$ cat config.mk
export PLATFORM = sky130hd
export DESIGN_NAME = freq_out_divider
export DESIGN_NICKNAME = d
export VERILOG_FILES = /design/src/rtl/fdiv_pkg.sv /design/src/rtl/fdiv_ctrl.sv /design/src/rtl/fdiv_counter.sv /design/src/rtl/fdiv_outmux.sv /design/src/rtl/freq_out_divider.sv
export SDC_FILE = /design/constraint.sdc
export NUM_CORES = 1
export LEC_CHECK = 0
export BUFFER_PORTS_ARGS = -buffer_cell sky130_fd_sc_hd__buf_4
export CAP_MARGIN = 20
export CORE_UTILIZATION = 38
export CTS_CLUSTER_DIAMETER = 120
export CTS_CLUSTER_SIZE = 14
export DETAILED_ROUTE_END_ITERATION = 6
export GPL_ROUTABILITY_DRIVEN = 0
export PLACE_DENSITY = 0.51
export SLEW_MARGIN = 20
export SYNTH_ARGS = -nofsm -noshare
export SYNTH_HDL_FRONTEND = slang
export SYNTH_HIERARCHICAL = 1
export SYNTH_SLANG_ARGS = --single-unit
export TNS_END_PERCENT = 20
$ cat constraint.sdc
create_clock -name clk -period 4.67 [get_ports clk]
set_clock_uncertainty 0.05 [all_clocks]
set_input_delay 0.7005 -clock clk [delete_from_list [all_inputs] [get_ports clk]]
set_output_delay 0.7005 -clock clk [all_outputs]
set_load 0.03 [all_outputs]
$ cat src/rtl/fdiv_pkg.sv
package fdiv_pkg;

  // Counter bit whose value forms the wave for a divided code.
  // Codes 2..4 sit on sparse taps, codes 5..15 on consecutive taps
  // ending at the top bit of the chain.
  function automatic int tap_of(input int code, input int div_w);
    int t;
    case (code)
      2:       t = div_w - 18;
      3:       t = div_w - 16;
      4:       t = div_w - 12;
      default: t = div_w - 16 + code;
    endcase
    if (code < 2) t = 0;
    return t;
  endfunction

endpackage

$ cat src/rtl/fdiv_ctrl.sv
module fdiv_ctrl #(
  parameter int SEL_W = 4,
  parameter int DIV_W = 20,
  localparam int TAP_W = $clog2(DIV_W)
) (
  input  logic             clk,
  input  logic             rst,
  input  logic [SEL_W-1:0] sel_req,
  input  logic [DIV_W-1:0] cnt,
  output logic [SEL_W-1:0] sel_q,
  output logic [TAP_W-1:0] tap_idx,
  output logic             boundary
);
  import fdiv_pkg::*;

  localparam logic [DIV_W-1:0] ALL_ONES = '1;

  logic [DIV_W-1:0] last_cnt;
  int               tap_int;

  always_comb begin
    tap_int  = tap_of(int'(sel_q), DIV_W);
    tap_idx  = TAP_W'(tap_int);
    last_cnt = ALL_ONES >> (DIV_W - 1 - tap_int);
  end

  // Codes 0 and 1 have no period to finish; others wait for the last count.
  assign boundary = (sel_q <= SEL_W'(1)) || (cnt == last_cnt);

  always_ff @(posedge clk) begin
    if (rst)           sel_q <= '0;
    else if (boundary) sel_q <= sel_req;
  end

endmodule

$ cat src/rtl/fdiv_counter.sv
module fdiv_counter #(
  parameter int DIV_W = 20
) (
  input  logic             clk,
  input  logic             rst,
  input  logic             restart,
  output logic [DIV_W-1:0] cnt
);

  always_ff @(posedge clk) begin
    if (rst || restart) cnt <= '0;
    else                cnt <= cnt + DIV_W'(1);
  end

endmodule

$ cat src/rtl/fdiv_outmux.sv
module fdiv_outmux #(
  parameter int SEL_W = 4,
  parameter int DIV_W = 20,
  localparam int TAP_W = $clog2(DIV_W)
) (
  input  logic             clk,
  input  logic [SEL_W-1:0] sel_q,
  input  logic [TAP_W-1:0] tap_idx,
  input  logic [DIV_W-1:0] cnt,
  output logic             fout_n
);

  always_comb begin
    if (sel_q == '0)               fout_n = 1'b1;
    else if (sel_q == SEL_W'(1))   fout_n = ~clk;
    else                           fout_n = cnt[tap_idx];
  end

endmodule

$ cat src/rtl/freq_out_divider.sv
module freq_out_divider #(
  parameter int SEL_W = 4,
  parameter int DIV_W = 20,
  localparam int TAP_W = $clog2(DIV_W)
) (
  input  logic             clk,
  input  logic             rst,
  input  logic [SEL_W-1:0] sel,
  output logic             fout_n
);

  logic [SEL_W-1:0] sel_q;
  logic [TAP_W-1:0] tap_idx;
  logic [DIV_W-1:0] cnt;
  logic             boundary;

  fdiv_ctrl #(.SEL_W(SEL_W), .DIV_W(DIV_W)) u_ctrl (
    .clk(clk), .rst(rst), .sel_req(sel), .cnt(cnt),
    .sel_q(sel_q), .tap_idx(tap_idx), .boundary(boundary)
  );

  fdiv_counter #(.DIV_W(DIV_W)) u_cnt (
    .clk(clk), .rst(rst), .restart(boundary), .cnt(cnt)
  );

  fdiv_outmux #(.SEL_W(SEL_W), .DIV_W(DIV_W)) u_out (
    .clk(clk), .sel_q(sel_q), .tap_idx(tap_idx), .cnt(cnt), .fout_n(fout_n)
  );

endmodule

==> results.cfg, run 1 <==
[status]
outcome = finished clean

[synthesis]
synth_common_cells = nor2_1, dfxtp_1, nand2_1
syn-instance-count = 269
synthTopCellsByArea = dfxtp_1, nor2_1, xnor2_1
ys.flop_type = dfxtp_1
synth_edf_count = 0
yosys_warnings = 6
synth_area_mm2 = 0.00214
async_flop_share = 0
yosysSeqAreaShare = 0.224
yosysMostFrequentCell = nor2_1
synth_top_area_share = 0.224
ys_ff_latch = 24
syn_nets = 281
synth_cell_types = 67
avgSynthCellArea_um2 = 7.96
synth_top_area_cell = dfxtp_1

[clocking]
cts_tree = done
cts_hold_buf = 0
cts_resized = 0
post_cts_buffers = 0
clk-insertion-delay-late_ns = 0.38
clkTransAtPathRegs_ns = 0.09

[global_routing]
grt_overflow = 0
grt_use_total = 0.220
grt_pass1_vias = 1891
antenna_found_initial = 0
grt_start_max_net_pins = 20
grt_pass1_wl_mm = 9.93

[worst_setup_path]
required_ns = 4.90
worstSetupPathType = reg2reg
worstPathArrival_ns = 4.45
cp-start-kind = register
cp_max_fo = 19
crit_path_end_kind = register

[drt]
wl_per_cell_um = 17.5
vias = 2042
dr.pass1.iters = 4
vias_per_cell = 5.92
drt_iter0_markers = 128
wirelength_mm = 6.05
drc = 0
ant_nets = 0

[flow_run]
cap_violations = 0

[floorplan]
core_mm2 = 0.00527
fp.dieW_um = 77.1
start_util = 0.406
die_area_mm2 = 0.00594
die_y_um = 77.1
row_count = 26
io_pins = 7

[min_path]
min-delay-path-class = reg2reg

[sta]
maxSlewViolCount = 0
post-route-min-period_ns = 4.22
rsz0062_at_grt = false
setup-violations-final = 0
tns_ns = 0
whs_ns = 0.520
maxSlewHeadroom = 0.555
post-route-period-util = 0.904
fmax_mhz = 237
hold_viol_final = 0
worst_pin_slew_ns = 0.661

[power]
p_per_area_mw_per_mm2 = 844
finalPower_mw = 1.98
peakVddDrop_mv = 0.553
leakage_nw = 0.788

[cells_and_area]
syn_to_final_growth_pct = 9.59
post-route-util = 0.445
drive_gt1_frac = 0.135
fin_nets = 288
antenna_cells = 0
fillers = 556

[place]
dpl.hpwl_mm = 4.36
port_buffers = 6
power by group:
part | total (mW) | leakage (nW) | internal [mW] | switching [mW]
clock | 0.317 | 0.0636 | 0.192 | 0.125
sequential | 0.297 | 0.195 | 0.228 | 0.0689
combinational | 1.37 | 0.530 | 0.510 | 0.857
cell type report:
class	instances	area (um2)	share of cell area
Clock buffer	7	90.1	0.0384
Clock inverter	1	30.0	0.0128
Inverter	10	40.0	0.0171
Multi-Input combinational cell	227	1570	0.670
Sequential cell	24	480	0.205
Tap cell	70	87.6	0.0373
Timing Repair Buffer	6	45.0	0.0192
routing by layer:
| layer | global-route usage | part of all wire |
|---|---|---|
| met1 | 0.309 | 0.50 |
| met2 | 0.327 | 0.44 |
| met3 | 0.0476 | 0.050 |
| met4 | 0.0792 | 0.0098 |
| met5 | 0 | 0 |
sequential cells by signal, indices dropped and copies added, names as in the netlist:
register      flops
u_cnt/cnt        20
u_ctrl/sel_q      4
critical path, cell delays in order (launching register included):
cell and delay (ns):
dfxtp_1 0.51, inv_1 0.12, ha_1 0.36, mux2i_1 0.29, o22ai_4 0.13, ha_1 0.67, nor3_1 0.15, or4_1 0.41
o211a_2 0.15, nor4_1 0.26, and2_4 0.22, a21o_1 0.12, or2_2 0.33, nor2_1 0.08, a41o_1 0.23
per-stage QoR:
stage / area (um2) / cells / worst slack, ns
global route: 2350 / 345 / 0.0904
global placement: 2230 / 338 / 0.553
floorplan: 2140 / 269 / 0.973
finish: 2350 / 345 / 0.449
CTS: 2350 / 345 / 0.465
detailed placement: 2230 / 338 / 0.467
cells in the final DEF (no fill, tap or decap), types with 6 or more instances in the layout:
master    count
a31oi_1       7
mux2i_1       8
o21ai_0      15
buf_4         7
nand2b_1      6
a21oi_1      16
clkbuf_8      6
xnor2_1      12
ha_1          6
nor2_1       30
dfxtp_1      24
nor3_1       12
inv_1         9
nand3_1       7
nand2_1      19
logic make-up after synthesis:
family	count (synthesis)	synth area share
AND/OR/NAND/NOR	125	0.342
AO/OA/AOI/OAI	70	0.229
XOR/XNOR	15	0.0649
flip-flops	24	0.224
adder cells (fa/ha/maj)	6	0.0351
buffers and inverters	18	0.0409
multiplexers	11	0.0637
path summary, 6_finish.rpt:
check | from | to | slack, ns | cells after the start
max | u_ctrl/sel_q[2]$_SDFFE_PP0P_ | u_cnt/cnt[17]$_SDFF_PP0_ | 0.45 | 14
min | u_cnt/cnt[6]$_SDFF_PP0_ | u_cnt/cnt[6]$_SDFF_PP0_ | 0.52 | 2
max reg2reg | u_ctrl/sel_q[2]$_SDFFE_PP0P_ | u_cnt/cnt[17]$_SDFF_PP0_ | 0.45 | 14
min reg2reg | u_cnt/cnt[6]$_SDFF_PP0_ | u_cnt/cnt[6]$_SDFF_PP0_ | 0.52 | 2
Power figures use the tool's default switching activity.
==> run 2, diff against run 1 <==
--- a/constraint.sdc
+++ b/constraint.sdc
@@ -4,2 +4,2 @@
 set_output_delay 0.7005 -clock clk [all_outputs]
-set_load 0.03 [all_outputs]
+set_load 0.01 [all_outputs]
==> results.cfg, run 2 (synthesis results as in run 1) <==
[drt]
wirelength_mm = 5.88
drt_iter0_markers = 173
wl_per_cell_um = 17.0
drc = 0
vias_per_cell = 5.88
ant_nets = 0
vias = 2029
dr.pass1.iters = 6

[clocking]
clk-insertion-delay-late_ns = 0.38
cts_resized = 0
cts_hold_buf = 0
post_cts_buffers = 0
cts_tree = done
clkTransAtPathRegs_ns = 0.09

[worst_setup_path]
required_ns = 4.90
worstSetupPathType = reg2reg
crit_path_frequent_cell = ha_1
cp-start-kind = register
cp_cell_sequence = inv_1 > ha_1 > mux2i_1 > o22ai_4 > ha_1 > nor3_1 > or4_1 > o211a_2 > nor4_1 > and2_4 > a21o_1 > or2_2 > nor2_1 > a41o_1
cp_max_fo = 19
crit_path_end_kind = register
max_stage_delay_ns = 0.66
rr_worst_depth = 14
worstPathArrival_ns = 4.42
r2r-end = u_cnt/cnt[19]$_SDFF_PP0_
regToRegStartpoint = u_ctrl/sel_q[2]$_SDFFE_PP0P_
r2r_slack_ns = 0.48
crit_path_top_delay_cell = ha_1

[global_routing]
grt_overflow = 0
antenna_found_initial = 0
grt_start_max_net_pins = 20
grt_pass1_vias = 2009
grt_pass1_wl_mm = 10.1
grt_use_total = 0.221

[power]
power.share.combinational = 0.699
swShare = 0.524
clkPwrFrac = 0.149
leakage_nw = 0.788
p_per_area_mw_per_mm2 = 832
power.internal_uw = 928
p_sw_mw = 1.02
peakVddDrop_mv = 0.487
seq_power_share = 0.152

[sta]
fmax_mhz = 239
setup-violations-final = 0
tns_ns = 0
maxSlewHeadroom = 0.554
post-route-period-util = 0.896
hold_viol_final = 0
rsz0062_at_grt = false
worst_pin_slew_ns = 0.662
post-route-min-period_ns = 4.19
maxSlewViolCount = 0

[status]
outcome = finished clean

[cells_and_area]
largest_register_ff_count = 20
antenna_cells = 0
mostFrequentLayoutCell = nor2_1
final_cell_mix = nor2_1, dfxtp_1, nand2_1
finish.instance_area_mm2 = 0.00235
drive_gt1_frac = 0.135
syn_to_final_growth_pct = 9.59
fillers = 552
top_register = u_cnt/cnt
reg.largest.list = u_cnt/cnt x20, u_ctrl/sel_q x4
fin_nets = 288

[place]
dpl.hpwl_mm = 4.29
dpl-instance-area_mm2 = 0.00223
port_buffers = 6

[floorplan]
fp.dieW_um = 77.1
io_pins = 7
die_area_mm2 = 0.00594
core_mm2 = 0.00527
row_count = 26
die_y_um = 77.1
start_util = 0.406

[min_path]
min-delay-path-class = reg2reg
whs_endpoint = u_cnt/cnt[6]$_SDFF_PP0_
worstHoldPathCells = 2
hp-start = u_cnt/cnt[6]$_SDFF_PP0_

[flow_run]
cap_violations = 0
==> run 2: metrics by stage <==
| step | power (mW) | util | worst slack (ns) | cells | hold WS (ns) |
|---|---|---|---|---|---|
| after floorplan | 1.42 | - | 0.973 | 269 | 0.437 |
| after global placement | 1.69 | 0.424 | 0.534 | 338 | 0.522 |
| after detailed placement | 1.67 | 0.424 | 0.517 | 338 | 0.508 |
| after CTS | 1.94 | 0.445 | 0.485 | 345 | 0.523 |
| after global routing | 2.14 | 0.445 | 0.141 | 345 | 0.567 |
| final | 1.95 | 0.445 | 0.484 | 345 | 0.523 |
==> run 2: worst max-delay path by stage <==
| stage | from | endpoint |
|---|---|---|
| floorplan | u_ctrl/sel_q[2]$_SDFFE_PP0P_ | u_cnt/cnt[10]$_SDFF_PP0_ |
| global placement | u_ctrl/sel_q[2]$_SDFFE_PP0P_ | u_cnt/cnt[17]$_SDFF_PP0_ |
| detailed placement | u_ctrl/sel_q[2]$_SDFFE_PP0P_ | u_cnt/cnt[19]$_SDFF_PP0_ |
| CTS | u_ctrl/sel_q[2]$_SDFFE_PP0P_ | u_cnt/cnt[19]$_SDFF_PP0_ |
| global route | u_ctrl/sel_q[2]$_SDFFE_PP0P_ | u_cnt/cnt[17]$_SDFF_PP0_ |
| finish | u_ctrl/sel_q[2]$_SDFFE_PP0P_ | u_cnt/cnt[19]$_SDFF_PP0_ |
==> run 2: area by class of cell <==
type / instances / area [um2] / share of cell area
multi-input combinational: 227 / 1570 / 0.670
sequential: 24 / 480 / 0.205
clock buffer: 7 / 90.1 / 0.0384
tap: 70 / 87.6 / 0.0373
timing repair buffer: 6 / 45.0 / 0.0192
inverter: 10 / 40.0 / 0.0171
clock inverter: 1 / 30.0 / 0.0128
==> run 2: metal layers <==
layer	global-route usage	share of wire	vias up
met1	0.316	0.52	948
li1	-	-	1030
met4	0.0792	0.014	0
met3	0.0583	0.041	7
met5	0	0	-
met2	0.313	0.43	44
==> run 2: critical path: cells and delay by family, from the launching register on <==
kind,cells,cell delay [ns]
AND/OR/NAND/NOR,6,1.46
adder cells (fa/ha/maj),2,1.01
AO/OA/AOI/OAI,4,0.66
flip-flops,1,0.51
multiplexers,1,0.29
buffers and inverters,1,0.11
==> run 2: power by group through the flow <==
stage	clock, mW	combinational, mW	sequential, mW
finish	0.291	1.36	0.297
global route	0.314	1.52	0.304
CTS	0.297	1.35	0.297
detailed placement	0.0367	1.34	0.301
global placement	0.0367	1.36	0.299
floorplan	0.0168	1.13	0.265
==> run 3, diff against run 2 <==
- ABC_AREA: default -> 1
- SKIP_LAST_GASP: default -> 1
==> results.cfg, run 3 <==
[status]
outcome = finished clean

[cells_and_area]
final_cell_mix = nand2_1, inv_1, nor2_1
post-route-util = 0.439
largest_register_ff_count = 20
antenna_cells = 0
top_register = u_cnt/cnt
final_cells = 466
drive_gt1_frac = 0.129
finish.instance_area_mm2 = 0.00249
syn_to_final_growth_pct = 8.39
mostFrequentLayoutCell = nand2_1
fillers = 636
reg.largest.list = u_cnt/cnt x20, u_ctrl/sel_q x4
fin_nets = 408

[clocking]
cts_resized = 0
post_cts_buffers = 0
clk-insertion-delay-late_ns = 0.38
clkTransAtPathRegs_ns = 0.09
cts_hold_buf = 0
cts_tree = done

[synthesis]
synth_common_cells = nand2_1, inv_1, nor2_1
synthTopCellsByArea = dfxtp_1, nand2_1, inv_1
synth_top_area_cell = dfxtp_1
yosysMostFrequentCell = nand2_1
avgSynthCellArea_um2 = 5.97
ys.flop_type = dfxtp_1
yosys_warnings = 6
synth_cell_types = 35
syn_nets = 397
synth_area_mm2 = 0.00230
synth_top_area_share = 0.209
ys_ff_latch = 24
synth_edf_count = 0
yosysSeqAreaShare = 0.209
syn-instance-count = 385
async_flop_share = 0

[floorplan]
die_area_mm2 = 0.00636
start_util = 0.405
row_count = 27
core_mm2 = 0.00568
io_pins = 7
die_y_um = 79.8
fp.dieW_um = 79.8

[power]
leakage_nw = 1.08
p_per_area_mw_per_mm2 = 659
peakVddDrop_mv = 0.355

[drt]
drc = 0
wl_per_cell_um = 13.5
ant_nets = 0
vias = 2346
drt_iter0_markers = 124
vias_per_cell = 5.03
wirelength_mm = 6.30
dr.pass1.iters = 4

[place]
dpl-instance-area_mm2 = 0.00241
pre_cts_ws_ns = 0.718
dp_cells = 460
port_buffers = 6
dpl.hpwl_mm = 4.86

[sta]
final.setup.worst_slack_ns = 0.673
tns_ns = 0
setup-violations-final = 0
rsz0062_at_grt = false
post-route-min-period_ns = 4.00
maxSlewViolCount = 0
post-route-period-util = 0.856
maxSlewHeadroom = 0.674
fmax_mhz = 250
hold_viol_final = 0
worst_pin_slew_ns = 0.488

[global_routing]
grt_start_max_net_pins = 14
grt_overflow = 0
antenna_found_initial = 0
grt_pass1_wl_mm = 10.5
grt_use_total = 0.222
grt_pass1_vias = 2214

[worst_setup_path]
max_stage_delay_ns = 0.44
rr_worst_depth = 25
crit_path_frequent_cell = nand2_1
cp-start-kind = register
regToRegStartpoint = u_ctrl/sel_q[3]$_SDFFE_PP0P_
r2r-end = u_cnt/cnt[4]$_SDFF_PP0_
crit_path_top_delay_cell = ha_1
required_ns = 4.95
worstSetupPathType = reg2reg
crit_path_end_kind = register
cp_max_fo = 12
worstPathArrival_ns = 4.28
r2r_slack_ns = 0.67

[flow_run]
cap_violations = 0

[min_path]
hp-start = sel[0]
min-delay-path-class = in2reg
whs_endpoint = u_ctrl/sel_q[0]$_SDFFE_PP0P_
worstHoldPathCells = 3
==> run 3: changes by cell type in the layout (fill, tap and decap cells not counted), sizes merged, moves of 5 or more <==
cell,delta
nand4,+5
a21oi,+7
nand2b,-6
nor4,-8
nor3,-9
mux2i,-8
nand3,+34
and3,-5
xnor2,-8
nor2,+24
a31oi,-7
nand2,+101
inv,+49
==> run 3: worst max-delay path, delay by kind of cell (launching register included) <==
kind	cells	cell delay [ns]
adders and majority gates	2	0.65
AOI/OAI and AO/OA	2	0.33
DFF	1	0.35
buffers and inverters	5	0.80
and+or+nand+nor	16	1.74
==> run 3: worst max-delay path by stage <==
stage                                             from                 endpoint  slack (ns)  depth (start not counted)
after floorplan                                    clk                   fout_n        1.36                          3
after global placement    u_ctrl/sel_q[2]$_SDFFE_PP0P_  u_cnt/cnt[4]$_SDFF_PP0_        0.86                         24
after detailed placement  u_ctrl/sel_q[3]$_SDFFE_PP0P_  u_cnt/cnt[4]$_SDFF_PP0_        0.72                         25
after CTS                 u_ctrl/sel_q[3]$_SDFFE_PP0P_  u_cnt/cnt[4]$_SDFF_PP0_        0.66                         25
after global routing      u_ctrl/sel_q[3]$_SDFFE_PP0P_  u_cnt/cnt[6]$_SDFF_PP0_        0.17                         24
final                     u_ctrl/sel_q[3]$_SDFFE_PP0P_  u_cnt/cnt[4]$_SDFF_PP0_        0.67                         25
==> run 3: cell families after synthesis <==
family | count (synthesis) | synth area share
xor+xnor | 9 | 0.0343
compound gates | 41 | 0.102
flops | 24 | 0.209
simple gates | 239 | 0.504
buf+inv | 66 | 0.117
fa+ha+maj | 6 | 0.0327
==> run 3: power by group <==
part	switching, mW	internal, mW
combinational	0.760	0.390
sequential	0.0364	0.225
clock	0.0967	0.133
total	0.893	0.748
==> run 3: final cells by class <==
class                      instances  area [um2]  share of cell area
clock buffer                       7        90.1              0.0362
inverter                          61         229              0.0920
multi-input combinational        295        1550               0.622
sequential                        24         480               0.193
tap                               72        90.1              0.0362
timing repair buffer               7        52.6              0.0211
==> run 3: metal layers <==
layer | vias up | wire, um | track usage
met5 | - | 0 | 0
met4 | 0 | 134 | 0.0911
met3 | 13 | 264 | 0.0491
met2 | 44 | 2970 | 0.366
met1 | 1049 | 2930 | 0.278
li1 | 1240 | - | -
==> run 3: through the flow <==
step                power (mW)  hold slack, ns
detailed placement        1.44           0.485
global placement          1.44           0.487
floorplan                 1.22           0.409
global route              1.84           0.492
CTS                       1.65           0.467
finish                    1.64           0.476
